[src/rtl/rnd_pkg.sv]
package rnd_pkg;

    localparam int CTRL_W  = 8;
    localparam int FLAG_W  = 3;
    localparam int FLG_INV = 0;
    localparam int FLG_OVF = 1;
    localparam int FLG_UFL = 2;
    localparam int CTRL_SILENT_N = 5;

    typedef enum logic [1:0] {
        RM_NEAR      = 2'b00,
        RM_NEAR_EVEN = 2'b01,
        RM_POS_INF   = 2'b10,
        RM_TRUNC     = 2'b11
    } rmode_t;

    typedef enum logic [1:0] {
        ST_IDLE  = 2'd0,
        ST_ROUND = 2'd1,
        ST_PACK  = 2'd2
    } rstate_t;

endpackage

[src/rtl/rnd_decide.sv]
module rnd_decide
    import rnd_pkg::*;
#(
    parameter int TAIL_W = 53
) (
    input  rmode_t              mode,
    input  logic                sign,
    input  logic                lsb,
    input  logic [TAIL_W-1:0]   tail,
    output logic                inc
);
    logic guard_b;
    logic round_b;
    logic sticky_b;

    // guard is the first bit below the fraction, round the second
    assign guard_b = tail[TAIL_W-1];
    assign round_b = tail[TAIL_W-2];

    generate
        if (TAIL_W > 2) begin : g_sticky
            assign sticky_b = |tail[TAIL_W-3:0];
        end else begin : g_nosticky
            assign sticky_b = 1'b0;
        end
    endgenerate

    always_comb begin
        unique case (mode)
            RM_NEAR:      inc = guard_b;
            RM_NEAR_EVEN: inc = guard_b & (round_b | sticky_b | lsb);
            RM_POS_INF:   inc = ~sign & (guard_b | round_b | sticky_b);
            RM_TRUNC:     inc = 1'b0;
            default:      inc = 1'b0;
        endcase
    end
endmodule

[src/rtl/rnd_incr.sv]
module rnd_incr #(
    parameter int SIG_W = 53
) (
    input  logic [SIG_W-1:0] sig,
    input  logic             inc,
    output logic [SIG_W:0]   sum
);
    assign sum = {1'b0, sig} + {{SIG_W{1'b0}}, inc};
endmodule

[src/rtl/rnd_pack.sv]
module rnd_pack #(
    parameter int EXP_W  = 11,
    parameter int FRAC_W = 52,
    localparam int WORD_W = 1 + EXP_W + FRAC_W
) (
    input  logic              sign,
    input  logic [EXP_W-1:0]  exp_in,
    input  logic              carry,
    input  logic [FRAC_W-1:0] frac_in,
    output logic [WORD_W-1:0] word,
    output logic              ovf
);
    localparam logic [EXP_W:0] EXP_TOP = {1'b0, {EXP_W{1'b1}}};

    logic [EXP_W:0]  exp_n;
    logic [FRAC_W-1:0] frac_n;

    // carry renormalizes to 1.000... and bumps the exponent
    assign exp_n  = {1'b0, exp_in} + {{EXP_W{1'b0}}, carry};
    assign frac_n = carry ? {FRAC_W{1'b0}} : frac_in;
    // reaching the all-ones exponent is overflow
    assign ovf    = (exp_n >= EXP_TOP);

    always_comb begin
        if (ovf) begin
            word = {sign, {EXP_W{1'b1}}, {FRAC_W{1'b0}}};
        end else begin
            word = {sign, exp_n[EXP_W-1:0], frac_n};
        end
    end
endmodule

[src/rtl/rnd_pack_unit.sv]
module rnd_pack_unit
    import rnd_pkg::*;
#(
    parameter int EXP_W  = 11,
    parameter int FRAC_W = 52,
    parameter int TAIL_W = 53,
    localparam int WORD_W = 1 + EXP_W + FRAC_W,
    localparam int SIG_W  = FRAC_W + 1
) (
    input  logic              clk,
    input  logic              rst_n,
    input  logic              start_i,
    input  logic              sign_i,
    input  logic [EXP_W-1:0]  exp_i,
    input  logic [FRAC_W-1:0] frac_i,
    input  logic [TAIL_W-1:0] tail_i,
    input  logic [7:0]        ctrl_i,
    input  logic [2:0]        flags_i,
    output logic [WORD_W-1:0] result_o,
    output logic [2:0]        flags_o,
    output logic              done_o
);
    rstate_t st_q, st_d;

    logic              sign_q;
    logic [EXP_W-1:0]  exp_q;
    logic [FRAC_W-1:0] frac_q;
    logic [TAIL_W-1:0] tail_q;
    rmode_t            mode_q;
    logic              silent_n_q;
    logic [FLAG_W-1:0] flg_q;
    logic [SIG_W:0]    sum_q;

    logic              inc_w;
    logic [SIG_W:0]    sum_w;
    logic [WORD_W-1:0] word_w;
    logic              ovf_w;
    logic              ctrl_unused;

    assign ctrl_unused = ^ctrl_i[CTRL_SILENT_N-1:0];

    // state register
    always_ff @(posedge clk or negedge rst_n) begin
        if (!rst_n) st_q <= ST_IDLE;
        else        st_q <= st_d;
    end

    // next state
    always_comb begin
        st_d = st_q;
        unique case (st_q)
            ST_IDLE:  st_d = start_i ? ST_ROUND : ST_IDLE;   // only here is start seen
            ST_ROUND: st_d = ST_PACK;
            ST_PACK:  st_d = ST_IDLE;
            default:  st_d = ST_IDLE;
        endcase
    end

    rnd_decide #(.TAIL_W(TAIL_W)) decide_i (
        .mode (mode_q),
        .sign (sign_q),
        .lsb  (frac_q[0]),
        .tail (tail_q),
        .inc  (inc_w)
    );

    rnd_incr #(.SIG_W(SIG_W)) incr_i (
        .sig ({1'b1, frac_q}),
        .inc (inc_w),
        .sum (sum_w)
    );

    rnd_pack #(.EXP_W(EXP_W), .FRAC_W(FRAC_W)) pack_i (
        .sign    (sign_q),
        .exp_in  (exp_q),
        .carry   (sum_q[SIG_W]),
        .frac_in (sum_q[FRAC_W-1:0]),
        .word    (word_w),
        .ovf     (ovf_w)
    );

    // datapath and outputs
    always_ff @(posedge clk or negedge rst_n) begin
        if (!rst_n) begin
            sign_q     <= 1'b0;
            exp_q      <= '0;
            frac_q     <= '0;
            tail_q     <= '0;
            mode_q     <= RM_NEAR;
            silent_n_q <= 1'b0;
            flg_q      <= '0;
            sum_q      <= '0;
            result_o   <= '0;
            flags_o    <= '0;
            done_o     <= 1'b0;
        end else begin
            done_o <= 1'b0;
            unique case (st_q)
                ST_IDLE: begin
                    if (start_i) begin
                        sign_q     <= sign_i;
                        exp_q      <= exp_i;
                        frac_q     <= frac_i;
                        tail_q     <= tail_i;
                        mode_q     <= rmode_t'(ctrl_i[CTRL_W-1 -: 2]);
                        silent_n_q <= ctrl_i[CTRL_SILENT_N];
                        flg_q      <= flags_i;
                    end
                end
                ST_ROUND: begin
                    sum_q <= sum_w;
                end
                ST_PACK: begin
                    result_o         <= word_w;
                    flags_o[FLG_INV] <= flg_q[FLG_INV] & silent_n_q;
                    flags_o[FLG_OVF] <= flg_q[FLG_OVF] | ovf_w;
                    flags_o[FLG_UFL] <= flg_q[FLG_UFL];
                    done_o           <= 1'b1;
                end
                default: ;
            endcase
        end
    end
endmodule

[config.mk]
export PLATFORM = sky130hd
export DESIGN_NAME = rnd_pack_unit
export DESIGN_NICKNAME = d
export VERILOG_FILES = /design/src/rtl/rnd_pkg.sv /design/src/rtl/rnd_decide.sv /design/src/rtl/rnd_incr.sv /design/src/rtl/rnd_pack.sv /design/src/rtl/rnd_pack_unit.sv
export SDC_FILE = /design/constraint.sdc
export NUM_CORES = 1
export LEC_CHECK = 0
export BUFFER_PORTS_ARGS = -buffer_cell sky130_fd_sc_hd__buf_4
export CORE_MARGIN = 5
export CORE_UTILIZATION = 35
export DETAILED_ROUTE_END_ITERATION = 16
export PLACE_DENSITY = 0.54
export SETUP_SLACK_MARGIN = 0.2
export SLEW_MARGIN = 10
export SYNTH_ARGS = -nofsm -noshare
export SYNTH_HDL_FRONTEND = slang
export SYNTH_SLANG_ARGS = --single-unit
[constraint.sdc]
create_clock -name clk -period 5.9 [get_ports clk]
set_clock_uncertainty 0.15 [all_clocks]
set_input_delay 0.59 -clock clk [delete_from_list [all_inputs] [get_ports clk]]
set_output_delay 0.59 -clock clk [all_outputs]
set_load 0.005 [all_outputs]
# Word level (Yosys, flattened, before mapping)
# Cells that the tools add are included.
totals:
  memories: 0
  out_inout_bits: 68
  ram_bits: 0
  latchBits: 0
  word_cells: 39
  reg_bits: 247
  rom_bits: 0
op_classes:
  mul: 0
  order_cmp: 1
  n_div: 0
  shift: 0
  eq_ne: 5
  reduce_logical: 4
  addsub: 2
  n_mux: 6
  bitwise_logic: 9
op_table:
  columns: ["cell", "n"]
  rows:
  - ["2-to-1 mux 63 bit", 1]
  - ["adder 53 x 1 -> 54 bit", 1]
  - ["2-to-1 mux 52 bit", 1]
  - ["OR reduction 51 bit", 1]
  - ["adder 11 x 1 -> 12 bit", 1]
  - ["greater-or-equal comparator 12 x 11 -> 1 bit (second input constant)", 1]
  - ["== test 2 bit (second input constant)", 3]
  - ["OR 1 bit", 5]
  - ["== test 2 x 1 -> 1 bit (second input constant)", 2]
  - ["logical NOT 2 bit", 2]
  - ["case mux 1 bit (4 select lines)", 1]
  - ["case mux 2 bit (2 select lines)", 1]
  - ["bitwise AND 1 bit", 3]
  - ["2-to-1 mux 1 bit", 2]
  - ["AND reduction 2 bit", 1]
  - ["inverter 1 bit", 1]

# Depth between registers and ports, before layout
depth:
  word_depth: 6
  ltp_mapped: 14
  depth_no_buf: 12

# By module
# Synthesis repeated with hierarchy kept, for this count alone.
hier_totals:
  hier_cells: 925
  area_unflattened_um2: 11717.5
by_module_without_submodules:
  columns: ["module", "seq_area_each_um2", "cells_per_inst", "area_per_inst_um2", "instances"]
  rows:
  - ["rnd_pack_unit", 6155.9, 525, 9086.2, 1]
  - ["rnd_incr", 0.0, 193, 1291.2, 1]
  - ["rnd_pack", 0.0, 183, 1187.4, 1]
  - ["rnd_decide", 0.0, 24, 152.6, 1]

# Least setup slack after synthesis
# OpenSTA, ideal clock, no wires.
synth_path:
  path_type: "flip-flop to flip-flop"
  from: "reg tail_q[51]"
  to: "reg sum_q[24]"
  setup_ns: 0.132
  slack_ns: 2.927
  t_arrival_ns: 2.691
  stages_incl_launch_ff: 15
  synth_period_minus_slack_ns: 2.973
  path_cell_list: "dfrtp_1 -> nor4_1 -> nand4_1 -> nor4_1 -> nor2b_1 -> o211a_1 -> ha_1 -> ha_1 -> and4_1 -> clkbuf_1 -> nand3_1 -> buf_2 -> nor3_1 -> xnor2_1 -> o21ai_1"
synth_between:
  elab_chain_len: 5
  elab_cells_between_ends: 8
synth_lines:
  columns: ["item", "line_no", "rtl"]
  rows:
  - ["from (decl)", "rnd_pack_unit.sv:28", "logic [TAIL_W-1:0] tail_q;"]
  - ["from (signal assigned)", "rnd_pack_unit.sv:104", "tail_q <= tail_i;"]
  - ["OR 1 bit (on tied branches) (2 in a row)", "rnd_decide.sv:32, rnd_decide.sv:31", null]
  - ["bitwise AND 1 bit (on tied branches)", "rnd_decide.sv:32, rnd_decide.sv:31", null]
  - ["case mux 1 bit (4 select lines) *", "rnd_decide.sv:29", "unique case (mode)"]
  - ["adder 53 x 1 -> 54 bit *", "rnd_incr.sv:8", "assign sum = {1'b0, sig} + {{SIG_W{1'b0}}, inc};"]
  - ["to (signal assigned)", "rnd_pack_unit.sv:111", "sum_q <= sum_w;"]
  - ["to (decl)", "rnd_pack_unit.sv:32", "logic [SIG_W:0] sum_q;"]
# Mark *: on every way between the ends. The rest lies on a longest branch, timed or not.
# A chain may end at the register's enable or synchronous reset.

# Final worst setup path
layout_path:
  from: "reg tail_q[9]"
  to: "reg sum_q[32]"
layout_between:
  elab_chain_len: 6
  elab_cells_between_ends: 8
layout_lines:
  columns: ["item", "line_no", "rtl"]
  rows:
  - ["OR reduction 51 bit *", "rnd_decide.sv:22", "assign sticky_b = |tail[TAIL_W-3:0];"]
  - ["OR 1 bit (2 in a row)", "rnd_decide.sv:31", "RM_NEAR_EVEN: inc = guard_b & (round_b | sticky_b | lsb);"]
  - ["bitwise AND 1 bit", "rnd_decide.sv:31", null]
  - ["case mux 1 bit (4 select lines) *", "rnd_decide.sv:29", null]
  - ["adder 53 x 1 -> 54 bit *", "rnd_incr.sv:8", null]
# Marks and branches as above.

==> Flow_metrics.wiki <==
{| class="wikitable"
! Metric !! Value
|-
| Total power draw || 5910 uW
|-
| Horizontal extent of the die || 182 um
|-
| Chip Height || 182 um
|-
| Status || complete, but fails checks
|-
| Average routed wire per standard cell || 16.9 um
|-
| Fill cell instance count of the final layout || 2832
|-
| Residual overflow from global routing || 0
|-
| Sequential Power Share || 45.5%
|-
| FF+latch count, synth || 246
|-
| Post-CTS setup repair buffer count || 0
|-
| Detailed route wirelength on metal3 || 1.70 mm
|-
| Hold buffer count at CTS || 0
|-
| Internal power || 4280 uW
|-
| Proportion of layout cells with a drive suffix above 1 || 34.5%
|-
| Storage cell area || 6160 um2
|-
| Area of the mapped netlist || 10400 um2
|-
| DIE AREA || 33100 um2
|-
| Pwr Density || 449 nW/um2
|-
| Portion of synthesized cell area occupied by the leading cell type || 59.4%
|-
| Clk pin slew, worst setup/hold paths || 0.06 ns
|-
| Final count of pins violating max slew || 0
|-
| Via count || 6931
|-
| Worst Setup Path Type || register to register
|-
| Starting density of the core || 35.2%
|-
| CP peak stage delay || 0.63 ns
|-
| DRT Pass-1 Iters || 4
|-
| List of cells traversed by the critical path || nor4_1, nand4_1, nor4_1, nor2b_1, o211a_1, ha_1, ha_1, and4_1, nand3_1, nor3_1, xnor2_1, o21ai_1
|-
| Synthesized netlist cell count || 840
|-
| Max-cap check violation count || 0
|-
| Largest cells by area after synthesis || dfrtp_1 59%, mux2_2 11%, a22o_1 4.4%
|-
| Clock power share || 32.1%
|-
| CTS tree || yes
|-
| Initial antenna violation count || 1
|-
| Area Growth Syn to Fin || 27.2%
|-
| Hold Violations, Final || 25
|-
| Number of buffers inserted during clock tree synthesis || 28
|-
| Switching power share of the total || 27.6%
|-
| Final setup violation count || 0
|-
| Antenna violation net count after detailed routing || 0
|-
| Synth Area per Inst || 12.3 um2
|-
| Final routed DRC violation total || 0
|-
| Vias in the first global route || 7195
|-
| Endpoint class of the critical path || register
|-
| Footprint of the multi-input gates || 3940 um2
|-
| Required time of the worst setup path || 6.14 ns
|-
| Leak || 0.00577 uW
|-
| Total number of nets in the final design || 1153
|-
| Max layer used || met5
|-
| Sum of routed wire length over all layers || 24.2 mm
|-
| Number of flops mapped to enable cells by yosys || 0
|-
| Part of the total power dissipated in combinational logic || 22.4%
|-
| Post-route setup TNS || 0 ns
|-
| Min cycle time layout || 3.95 ns
|-
| Bufs on Longest Clock Path || 3
|-
| Met1 layer wirelength in the final routing || 10.8 mm
|-
| Sequential fraction of the synthesis area || 59.4%
|-
| Number of I/O port buffers || 193
|-
| Deepest level of the CTS H-tree || 1
|-
| Clock Root Buffer || clkbuf_16
|-
| Fin cells || 1429
|-
| Number of cells after detailed placement || 1378
|-
| Final design utilization || 44.8%
|-
| Maximum ir drop on the vdd rail || 0.253 mV
|-
| Failing checks || negative hold slack
|-
| Switching power || 1630 uW
|-
| Total GRT Usage || 14.5%
|-
| RSZ-0062 raised after global routing || no
|-
| Achievable clock frequency || 0.253 GHz
|-
| Leading register cell type out of synthesis || dfrtp_1
|-
| I/O pin cnt || 199
|-
| Met2 wirelength from detailed routing || 11.3 mm
|-
| Slew Limit Headroom || 31.5%
|-
| Net count after synthesis || 975
|-
| Post-synth top area cell || dfrtp_1
|-
| Number of clock sinks || 246
|-
| Via density per instance || 4.85
|-
| Row cnt || 63
|-
| Number of DRC markers after the initial detailed-route iteration || 393
|-
| Final cycle utilization of the critical path || 66.9%
|-
| Core footprint || 29400 um2
|-
| Pin count of the biggest net entering global routing || 134
|-
| Slowest stage cell, crit path || nand3_1
|-
| Hold slack final || -0.0784 ns
|-
| Gp weighted congestion || 0.767
|-
| Number of distinct library cell variants in the gate-level netlist after synthesis || 42
|-
| Arrival time reported for the critical path endpoint || 4.19 ns
|-
| Global-route wire length before repair || 39.5 mm
|-
| Final HPWL DP || 16.2 mm
|-
| Kind of path behind the tightest hold check || input port to asynchronous set/reset pin
|-
| Startpoint Class || register
|-
| Least-Margin Pin Slew || 1.03 ns
|-
| Clock insertion delay at the later pin of the skew report || 0.54 ns
|-
| Total number of yosys warnings || 0
|-
| Post-cts gate resize count || 0
|-
| Worst-path maximum fanout || 15
|-
| ANT cells || 0
|-
| Async set-reset flop share out of synthesis || 100%
|}
[final timing paths]
check | from | to | slack (ns) | cells after the start
worst max-delay path | tail_q[9] | sum_q[32] | 1.95 | 12
worst min-delay path | rst_n | tail_q[31] | -0.08 | 1
min in group clk | tail_i[52] | tail_q[52] | 0.12 | 2
worst max register to register | tail_q[9] | sum_q[32] | 1.95 | 12
max in group asynchronous | rst_n | sum_q[32] | 4.46 | 2
worst min register to register | sum_q[3] | sum_q[3] | 0.33 | 2
[power groups by stage]
| stage | Sequential [uW] | Clock [uW] | Combinational (uW) |
|---|---|---|---|
| floorplan | 2630 | 0 | 770 |
| global placement | 2720 | 0 | 1340 |
| detailed placement | 2730 | 0 | 1360 |
| CTS | 2710 | 1960 | 1360 |
| global route | 2790 | 2030 | 1480 |
| finish | 2690 | 1900 | 1320 |
[metal layers]
metal,up-vias,track usage (%)
li1,3379,-
met1,3364,19.6
met2,153,23.5
met3,33,4.13
met4,2,2.94
met5,-,0
[critical path, delay by kind of cell, from the launching register on]
kind	cells	cell delay (ns)
XOR/XNOR	1	0.17
flip-flops	1	0.38
adder cells (fa/ha/maj)	2	0.44
AO/OA/AOI/OAI	2	0.31
AND/OR/NAND/NOR	7	2.34
[cells in the final DEF, fill, tap and decap left out, types with 5 or more instances in the layout]
| master | count |
|---|---|
| o21ai_0 | 16 |
| inv_1 | 8 |
| and4_1 | 8 |
| nor3_1 | 10 |
| clkinv_2 | 5 |
| nand4_1 | 17 |
| buf_4 | 198 |
| o21ai_1 | 42 |
| xor2_1 | 15 |
| nand2_1 | 89 |
| xnor2_1 | 40 |
| mux2_2 | 99 |
| bufinv_16 | 5 |
| a22o_1 | 52 |
| dfrtp_1 | 246 |
| mux2_1 | 19 |
| clkbuf_16 | 29 |
| clkbuf_8 | 7 |
| nor4_1 | 35 |
| nor2_1 | 15 |
| nand3_1 | 23 |
| a21oi_1 | 8 |
| and3_1 | 15 |
[state kept, by name, indices dropped and copies added, names as in the netlist]
register	flops
done_o	1
exp_q	11
flags_o	3
flg_q	3
frac_q	52
mode_q	2
result_o	64
sign_q	1
silent_n_q	1
st_q	2
sum_q	53
tail_q	53
[cells by family (layout without fill, tap and decap cells)]
| logic type | count (synthesis) | in the layout | synth area share (%) |
|---|---|---|---|
| buf+inv | 61 | 260 | 2.61 |
| compound gates | 130 | 130 | 8.68 |
| xor+xnor | 56 | 56 | 4.81 |
| fa+ha+maj | 4 | 4 | 0.483 |
| simple gates | 225 | 225 | 11.1 |
| mux | 118 | 118 | 12.8 |
| flops | 246 | 246 | 59.4 |
[synthesized netlist by cell type (16+ instances only)]
cell type / n
nand4_1: 17
nor4_1: 35
mux2_1: 19
xnor2_1: 40
nand3_1: 23
nand2_1: 89
dfrtp_1: 246
o21ai_0: 16
mux2_2: 99
clkbuf_1: 41
o21ai_1: 42
a22o_1: 52
[through the flow]
stage | area [um2] | setup slack [ns] | hold slack (ns)
after floorplan | 10400 | 2.93 | 0.144
after detailed placement | 12100 | 1.93 | 0.319
after global routing | 13200 | 1.63 | 0.0280
after CTS | 13200 | 1.91 | 0.00104
final | 13200 | 1.95 | -0.0784
after global placement | 12100 | 2.00 | 0.306
[cell type report]
class	count	area share (%)
clock buffer	39	6.33
clock inverter	12	1.46
inverter	9	0.257
multi-input combinational	533	29.9
sequential	246	46.7
tap	390	3.71
timing repair buffer	200	11.6
Note: power is estimated with default switching activity, not from simulation.
